===== config.mk =====
export PLATFORM = sky130hd
export DESIGN_NAME = oneshot_irq_timer
export DESIGN_NICKNAME = d
export VERILOG_FILES = /design/src/rtl/ost_pkg.sv /design/src/rtl/ost_regbank.sv /design/src/rtl/ost_countdown.sv /design/src/rtl/ost_irq_combine.sv /design/src/rtl/oneshot_irq_timer.sv
export SDC_FILE = /design/constraint.sdc
export NUM_CORES = 1
export LEC_CHECK = 0
export BUFFER_PORTS_ARGS = -buffer_cell sky130_fd_sc_hd__buf_2
export CORE_MARGIN = 2
export CORE_UTILIZATION = 56
export CTS_CLUSTER_DIAMETER = 120
export DETAILED_ROUTE_END_ITERATION = 8
export HOLD_SLACK_MARGIN = 0.06
export PLACE_DENSITY_LB_ADDON = 0.1
export SLEW_MARGIN = 20
export SYNTH_ARGS = -nofsm -noshare
export SYNTH_HDL_FRONTEND = slang
export SYNTH_HIERARCHICAL = 1
export SYNTH_SLANG_ARGS = --single-unit
export TNS_END_PERCENT = 5

===== constraint.sdc =====
create_clock -name clk -period 2.6 [get_ports clk]
set_input_delay 0.13 -clock clk [delete_from_list [all_inputs] [get_ports clk]]
set_output_delay 0.13 -clock clk [all_outputs]
set_load 0.1 [all_outputs]

===== src/rtl/ost_pkg.sv =====
`timescale 1ns/1ps
package ost_pkg;
  localparam int REG_W = 8;

  // register offsets (software-visible)
  localparam logic [7:0] OFS_COUNT = 8'h23;
  localparam logic [7:0] OFS_ACK_T = 8'h24;
  localparam logic [7:0] OFS_ACK_D = 8'h25;
  localparam logic [7:0] OFS_CTRL  = 8'h26;
  localparam logic [7:0] OFS_STAT  = 8'h27;

  // control register bit positions
  localparam int CTL_TIMER_EN = 1;
  localparam int CTL_DMA_EN   = 2;
  localparam int CTL_SLOW     = 4;

  // interrupt source indices
  localparam int SRC_TIMER = 0;
  localparam int SRC_DMA   = 1;
  localparam int NSRC      = 2;

  typedef struct packed {
    logic             load;
    logic [REG_W-1:0] load_val;
    logic             ack_timer;
    logic             ack_dma;
  } bus_evt_t;
endpackage


===== src/rtl/ost_regbank.sv =====
`timescale 1ns/1ps
module ost_regbank
  import ost_pkg::*;
#(
  parameter int ADDR_W = 6
) (
  input  logic              clk,
  input  logic              rst_n,
  input  logic              bus_sel,
  input  logic              bus_we,
  input  logic [ADDR_W-1:0] bus_addr,
  input  logic [REG_W-1:0]  bus_wdata,
  input  logic [NSRC-1:0]   flags,
  output logic [REG_W-1:0]  bus_rdata,
  output logic [REG_W-1:0]  ctl,
  output bus_evt_t          evt
);
  localparam logic [ADDR_W-1:0] A_COUNT = OFS_COUNT[ADDR_W-1:0];
  localparam logic [ADDR_W-1:0] A_ACK_T = OFS_ACK_T[ADDR_W-1:0];
  localparam logic [ADDR_W-1:0] A_ACK_D = OFS_ACK_D[ADDR_W-1:0];
  localparam logic [ADDR_W-1:0] A_CTRL  = OFS_CTRL[ADDR_W-1:0];
  localparam logic [ADDR_W-1:0] A_STAT  = OFS_STAT[ADDR_W-1:0];

  logic wr_access;
  logic rd_access;

  assign wr_access = bus_sel &  bus_we;
  assign rd_access = bus_sel & ~bus_we;

  // control register
  always_ff @(posedge clk) begin
    if (!rst_n) begin
      ctl <= '0;
    end else if (wr_access && bus_addr == A_CTRL) begin
      ctl <= bus_wdata;
    end
  end

  // one-cycle events towards timer and flag logic
  always_comb begin
    evt           = '0;
    evt.load      = wr_access && (bus_addr == A_COUNT);
    evt.load_val  = bus_wdata;
    evt.ack_timer = rd_access && (bus_addr == A_ACK_T);
    evt.ack_dma   = rd_access && (bus_addr == A_ACK_D);
  end

  // read mux
  always_comb begin
    bus_rdata = '0;
    if (rd_access) begin
      if (bus_addr == A_STAT) begin
        bus_rdata[SRC_TIMER] = flags[SRC_TIMER];
        bus_rdata[SRC_DMA]   = flags[SRC_DMA];
      end else if (bus_addr == A_CTRL) begin
        bus_rdata = ctl;
      end
    end
  end
endmodule


===== src/rtl/ost_countdown.sv =====
`timescale 1ns/1ps
module ost_countdown
  import ost_pkg::*;
#(
  parameter int FAST_LOG2 = 8,
  parameter int SLOW_LOG2 = 14
) (
  input  logic             clk,
  input  logic             rst_n,
  input  logic             ce,
  input  logic             load,
  input  logic [REG_W-1:0] load_val,
  input  logic             slow_sel,
  output logic             running,
  output logic             expire
);
  localparam int MAX_LOG2 = (SLOW_LOG2 > FAST_LOG2) ? SLOW_LOG2 : FAST_LOG2;
  localparam int PRE_W    = (MAX_LOG2 > 0) ? MAX_LOG2 : 1;
  localparam int MAIN_W   = REG_W + 1;
  localparam logic [PRE_W-1:0]  FAST_LAST = PRE_W'((64'd1 << FAST_LOG2) - 64'd1);
  localparam logic [PRE_W-1:0]  SLOW_LAST = PRE_W'((64'd1 << SLOW_LOG2) - 64'd1);
  localparam logic [MAIN_W-1:0] MAIN_ONE  = MAIN_W'(1);
  localparam logic [MAIN_W-1:0] MAIN_FULL = MAIN_W'(1) << REG_W;

  logic [PRE_W-1:0]  pre_q;
  logic [MAIN_W-1:0] main_q;
  logic              slow_q;
  logic              pre_wrap;
  logic              last_step;

  assign pre_wrap  = (pre_q == (slow_q ? SLOW_LAST : FAST_LAST));
  assign last_step = (main_q == MAIN_ONE);
  assign expire    = running & ce & ~load & pre_wrap & last_step;

  always_ff @(posedge clk) begin
    if (!rst_n) begin
      running <= 1'b0;
      pre_q   <= '0;
      main_q  <= '0;
      slow_q  <= 1'b0;
    end else if (load) begin
      running <= 1'b1;
      pre_q   <= '0;
      main_q  <= (load_val == '0) ? MAIN_FULL : {1'b0, load_val};
      slow_q  <= slow_sel;
    end else if (running && ce) begin
      if (pre_wrap) begin
        pre_q <= '0;
        if (last_step) begin
          running <= 1'b0;
        end else begin
          main_q <= main_q - MAIN_ONE;
        end
      end else begin
        pre_q <= pre_q + PRE_W'(1);
      end
    end
  end
endmodule


===== src/rtl/ost_irq_combine.sv =====
`timescale 1ns/1ps
module ost_irq_combine
  import ost_pkg::*;
(
  input  logic            clk,
  input  logic            rst_n,
  input  logic [NSRC-1:0] set,
  input  logic [NSRC-1:0] clr,
  input  logic [NSRC-1:0] en,
  output logic [NSRC-1:0] flags,
  output logic            irq
);
  for (genvar i = 0; i < NSRC; i++) begin : g_flag
    always_ff @(posedge clk) begin
      if (!rst_n) begin
        flags[i] <= 1'b0;
      end else if (set[i]) begin
        flags[i] <= 1'b1;
      end else if (clr[i]) begin
        flags[i] <= 1'b0;
      end
    end
  end

  always_ff @(posedge clk) begin
    if (!rst_n) begin
      irq <= 1'b0;
    end else begin
      irq <= |(flags & en);
    end
  end
endmodule


===== src/rtl/oneshot_irq_timer.sv =====
`timescale 1ns/1ps
module oneshot_irq_timer
  import ost_pkg::*;
#(
  parameter int ADDR_W    = 6,
  parameter int FAST_LOG2 = 8,
  parameter int SLOW_LOG2 = 14
) (
  input  logic              clk,
  input  logic              rst_n,
  input  logic              cpu_ce,
  input  logic              bus_sel,
  input  logic              bus_we,
  input  logic [ADDR_W-1:0] bus_addr,
  input  logic [7:0]        bus_wdata,
  output logic [7:0]        bus_rdata,
  input  logic              dma_done,
  output logic              irq
);
  logic [REG_W-1:0] ctl;
  bus_evt_t         evt;
  logic [NSRC-1:0]  flags;
  logic [NSRC-1:0]  set_v;
  logic [NSRC-1:0]  clr_v;
  logic [NSRC-1:0]  en_v;
  logic             running;
  logic             expire;

  ost_regbank #(.ADDR_W(ADDR_W)) u_regs (
    .clk       (clk),
    .rst_n     (rst_n),
    .bus_sel   (bus_sel),
    .bus_we    (bus_we),
    .bus_addr  (bus_addr),
    .bus_wdata (bus_wdata),
    .flags     (flags),
    .bus_rdata (bus_rdata),
    .ctl       (ctl),
    .evt       (evt)
  );

  ost_countdown #(.FAST_LOG2(FAST_LOG2), .SLOW_LOG2(SLOW_LOG2)) u_cnt (
    .clk      (clk),
    .rst_n    (rst_n),
    .ce       (cpu_ce),
    .load     (evt.load),
    .load_val (evt.load_val),
    .slow_sel (ctl[CTL_SLOW]),
    .running  (running),
    .expire   (expire)
  );

  always_comb begin
    set_v            = '0;
    clr_v            = '0;
    en_v             = '0;
    set_v[SRC_TIMER] = expire;
    set_v[SRC_DMA]   = dma_done;
    clr_v[SRC_TIMER] = evt.ack_timer;
    clr_v[SRC_DMA]   = evt.ack_dma;
    en_v[SRC_TIMER]  = ctl[CTL_TIMER_EN];
    en_v[SRC_DMA]    = ctl[CTL_DMA_EN];
  end

  ost_irq_combine u_irq (
    .clk   (clk),
    .rst_n (rst_n),
    .set   (set_v),
    .clr   (clr_v),
    .en    (en_v),
    .flags (flags),
    .irq   (irq)
  );
endmodule


==> results_dict.tcl <==
set metrics [dict create \
    outcome "finished clean" \
    post_cts.repair.setup_buffers 0 \
    slowest_delay_ns 0.55 \
    chipHeight_um 63.5 \
    routabilityCongestion 0.860 \
    worstSkewPairLatency_ns 0.34 \
    maxCapViolCount 0 \
    cp_slowest_cell "or4_1" \
    synth_edf_count 0 \
    critPathRequiredTime_ns 2.88 \
    hp-class "in -> reg" \
    setup_viol 0 \
    synth_seq_cells 36 \
    slew_headroom 0.520 \
    layout.nets 283 \
    min_period_over_period 0.819 \
    postCtsHoldBufs 6 \
    p_int_mw 0.682 \
    dpl.hpwl_um 2870 \
    drtIter0Drc 100 \
    worstReg2RegStart "u_cnt/pre_q[8]$_SDFFE_PP0P_" \
    drc 0 \
    portBuffers 28 \
    die_area_um2 4030 \
    fin_skew_ns 0.0160 \
    synthToLayoutAreaGrowth_pct 11.5 \
    startpoint "u_cnt/pre_q[8]$_SDFFE_PP0P_" \
    synth_area_per_cell_um2 8.51 \
    worstMarginPinSlew_ns 0.715 \
    cts_tree "built" \
    syn_area_um2 1980 \
    ir_worst_vdd_mv 0.332 \
    core_um2 3360 \
    overflow 0 \
    antenna_found_initial 0 \
    p_leak_nw 0.866 \
    p_seq_frac 0.617 \
    max_freq_mhz 470 \
    dr.pass1.iters 4 \
    ioPinCount 29 \
    cp-start-kind "flip-flop" \
    synth-main-ff-cell "dfxtp_1" \
    numClockSinks 36 \
    synthesis.nets 256 \
    pwr-share-clk 0.311 \
    final_core_util 0.658 \
    clk_pin_slew_worst_paths_ns 0.11 \
    finalWirelength_um 4000 \
    tns_ns 0 \
    synthDistinctLibCells 38 \
    pwr_density_cell_nw_per_um2 406 \
    grt_pass1_wl_um 7380 \
    cts-root-buf "clkbuf_4" \
    drive_gt1_frac 0.177 \
    switching_share 0.241 \
    worst_ep_arrival_time_ns 2.41 \
    cts_resized 0 \
    critPathMaxFanout 16 \
    via_count 1733 \
    async_reset_ff_frac 0 \
    diodes 0 \
    yosysSeqAreaShare 0.363 \
    die_x_um 63.5 \
    period_needed_ns 2.13 \
    power_switching_mw 0.217 \
    track_usage 0.226 \
    start_util 0.590 \
    vias_per_cell 5.66 \
    pwr-share-comb 0.072 \
    cts_buffers 5 \
    rsz0062_at_grt "false" \
    ys_warn_count 6 \
    path_cells "or4_4, nor4_4, o21ai_2, or4_1, a31oi_1" \
    h-tree-depth 2 \
    ant_nets 0 \
    grt_max_degree 32 \
    hp-start "bus_wdata[7]" \
    drv_slew 0 \
    route.detailed.wl_per_inst_um 13.1 \
    hold_violations 0 \
    grt_pass1_vias 1666 \
    syn_inst 233 \
    crit_path_end_kind "flip-flop" \
    path_class "reg -> reg" \
    std_cell_rows 21 \
    cts.path.max_buffers 2 \
]
cell type report:
cell class | instances | area (µm²)
sequential | 36 | 721
multi-input combinational | 172 | 1130
inverter | 8 | 30.0
timing repair buffer | 37 | 223
clock buffer | 6 | 41.3
fill | 323 | 1150
tap | 46 | 57.6
clock inverter | 1 | 5.00
registers in the layout, summed over array words and instances, names as in the netlist:
signal         count
u_cnt/pre_q       14
u_cnt/running      1
u_cnt/main_q       9
u_regs/ctl         8
u_cnt/slow_q       1
u_irq/irq          1
u_irq/flags        2
routing by layer:
layer,wire length (µm),global-route usage
met1,1850,0.293
met2,2000,0.383
met3,105,0.0429
met4,47,0.0652
met5,0,0
stage by stage:
stage          hold WS (ns)  instances  area [µm²]  setup WS (ns)  power, mW
6_report             0.0582        306        2210          0.472      0.898
5_1_grt              0.0722        306        2210          0.320      0.939
4_1_cts              0.0601        306        2210          0.463      0.903
3_5_place_dp          0.344        293        2110          0.469      0.624
3_3_place_gp          0.343        293        2110          0.537      0.624
2_1_floorplan         0.248        233        1980          0.429      0.607
worst paths after layout:
kind	end	slack [ns]	cells past startpoint
setup / recovery	u_cnt/main_q[5]$_SDFFE_PN0P_	0.47	5
hold / removal	u_regs/ctl[7]$_SDFFE_PN0P_	0.06	3
setup reg to reg	u_cnt/main_q[5]$_SDFFE_PN0P_	0.47	5
hold reg to reg	u_regs/ctl[6]$_SDFFE_PN0P_	0.46	2
logic make-up after synthesis:
| logic type | synth area share |
|---|---|
| xor gates and xnor gates | 0.0486 |
| DFF | 0.363 |
| buffers and inverters | 0.0644 |
| and+or+nand+nor | 0.332 |
| muxes | 0.0555 |
| adders and majority gates | 0.0189 |
| AOI/OAI and AO/OA | 0.117 |
synth_stat cells, types with 2 or more instances:
master	number	area share
nand3b_1	3	0.011
and4_1	6	0.026
nor3_1	3	0.0076
or4_4	3	0.017
and3_1	2	0.0063
or4_1	7	0.026
nand4_1	5	0.016
ha_1	3	0.019
o21a_1	3	0.011
nor2b_1	3	0.0095
nor2_1	18	0.034
nor4_1	5	0.016
buf_4	9	0.034
mux2i_1	11	0.056
a31oi_1	7	0.022
or3_1	3	0.0095
inv_1	8	0.015
nor4_4	2	0.021
a211oi_1	2	0.0076
xor2_1	7	0.031
clkbuf_1	8	0.015
xnor2_1	4	0.018
nand3_1	5	0.013
dfxtp_1	36	0.36
nand2b_1	3	0.0095
a21oi_1	5	0.013
o21ai_0	12	0.030
and2_1	9	0.028
o31ai_1	4	0.015
nand2_1	29	0.055
worst max-delay path: cells and delay by family (launching register included):
| kind | cells | cell delay, ns |
|---|---|---|
| flops | 1 | 0.36 |
| simple gates | 3 | 1.31 |
| compound gates | 2 | 0.40 |
power groups by stage:
stage | Combinational [mW] | Sequential, mW | Clock, mW
4_1_cts | 0.0639 | 0.555 | 0.284
3_3_place_gp | 0.0566 | 0.567 | 0
3_5_place_dp | 0.0570 | 0.567 | 0
2_1_floorplan | 0.0401 | 0.567 | 0
6_report | 0.0645 | 0.555 | 0.279
5_1_grt | 0.0726 | 0.555 | 0.312
cell usage in the layout (no fill, tap or decap), drive strengths merged, types with 4 or more instances in the layout:
cell type	n
xnor2	4
a31oi	7
and4	6
or4	10
o31ai	4
dlygate4sd3	6
clkbuf	6
buf	31
nand4	5
mux2i	11
xor2	7
nor2	18
nand3	5
a21oi	5
dfxtp	36
inv	8
nand2	29
o21ai	13
and2	9
nor4	7
Note: power is estimated with default switching activity, not from simulation.
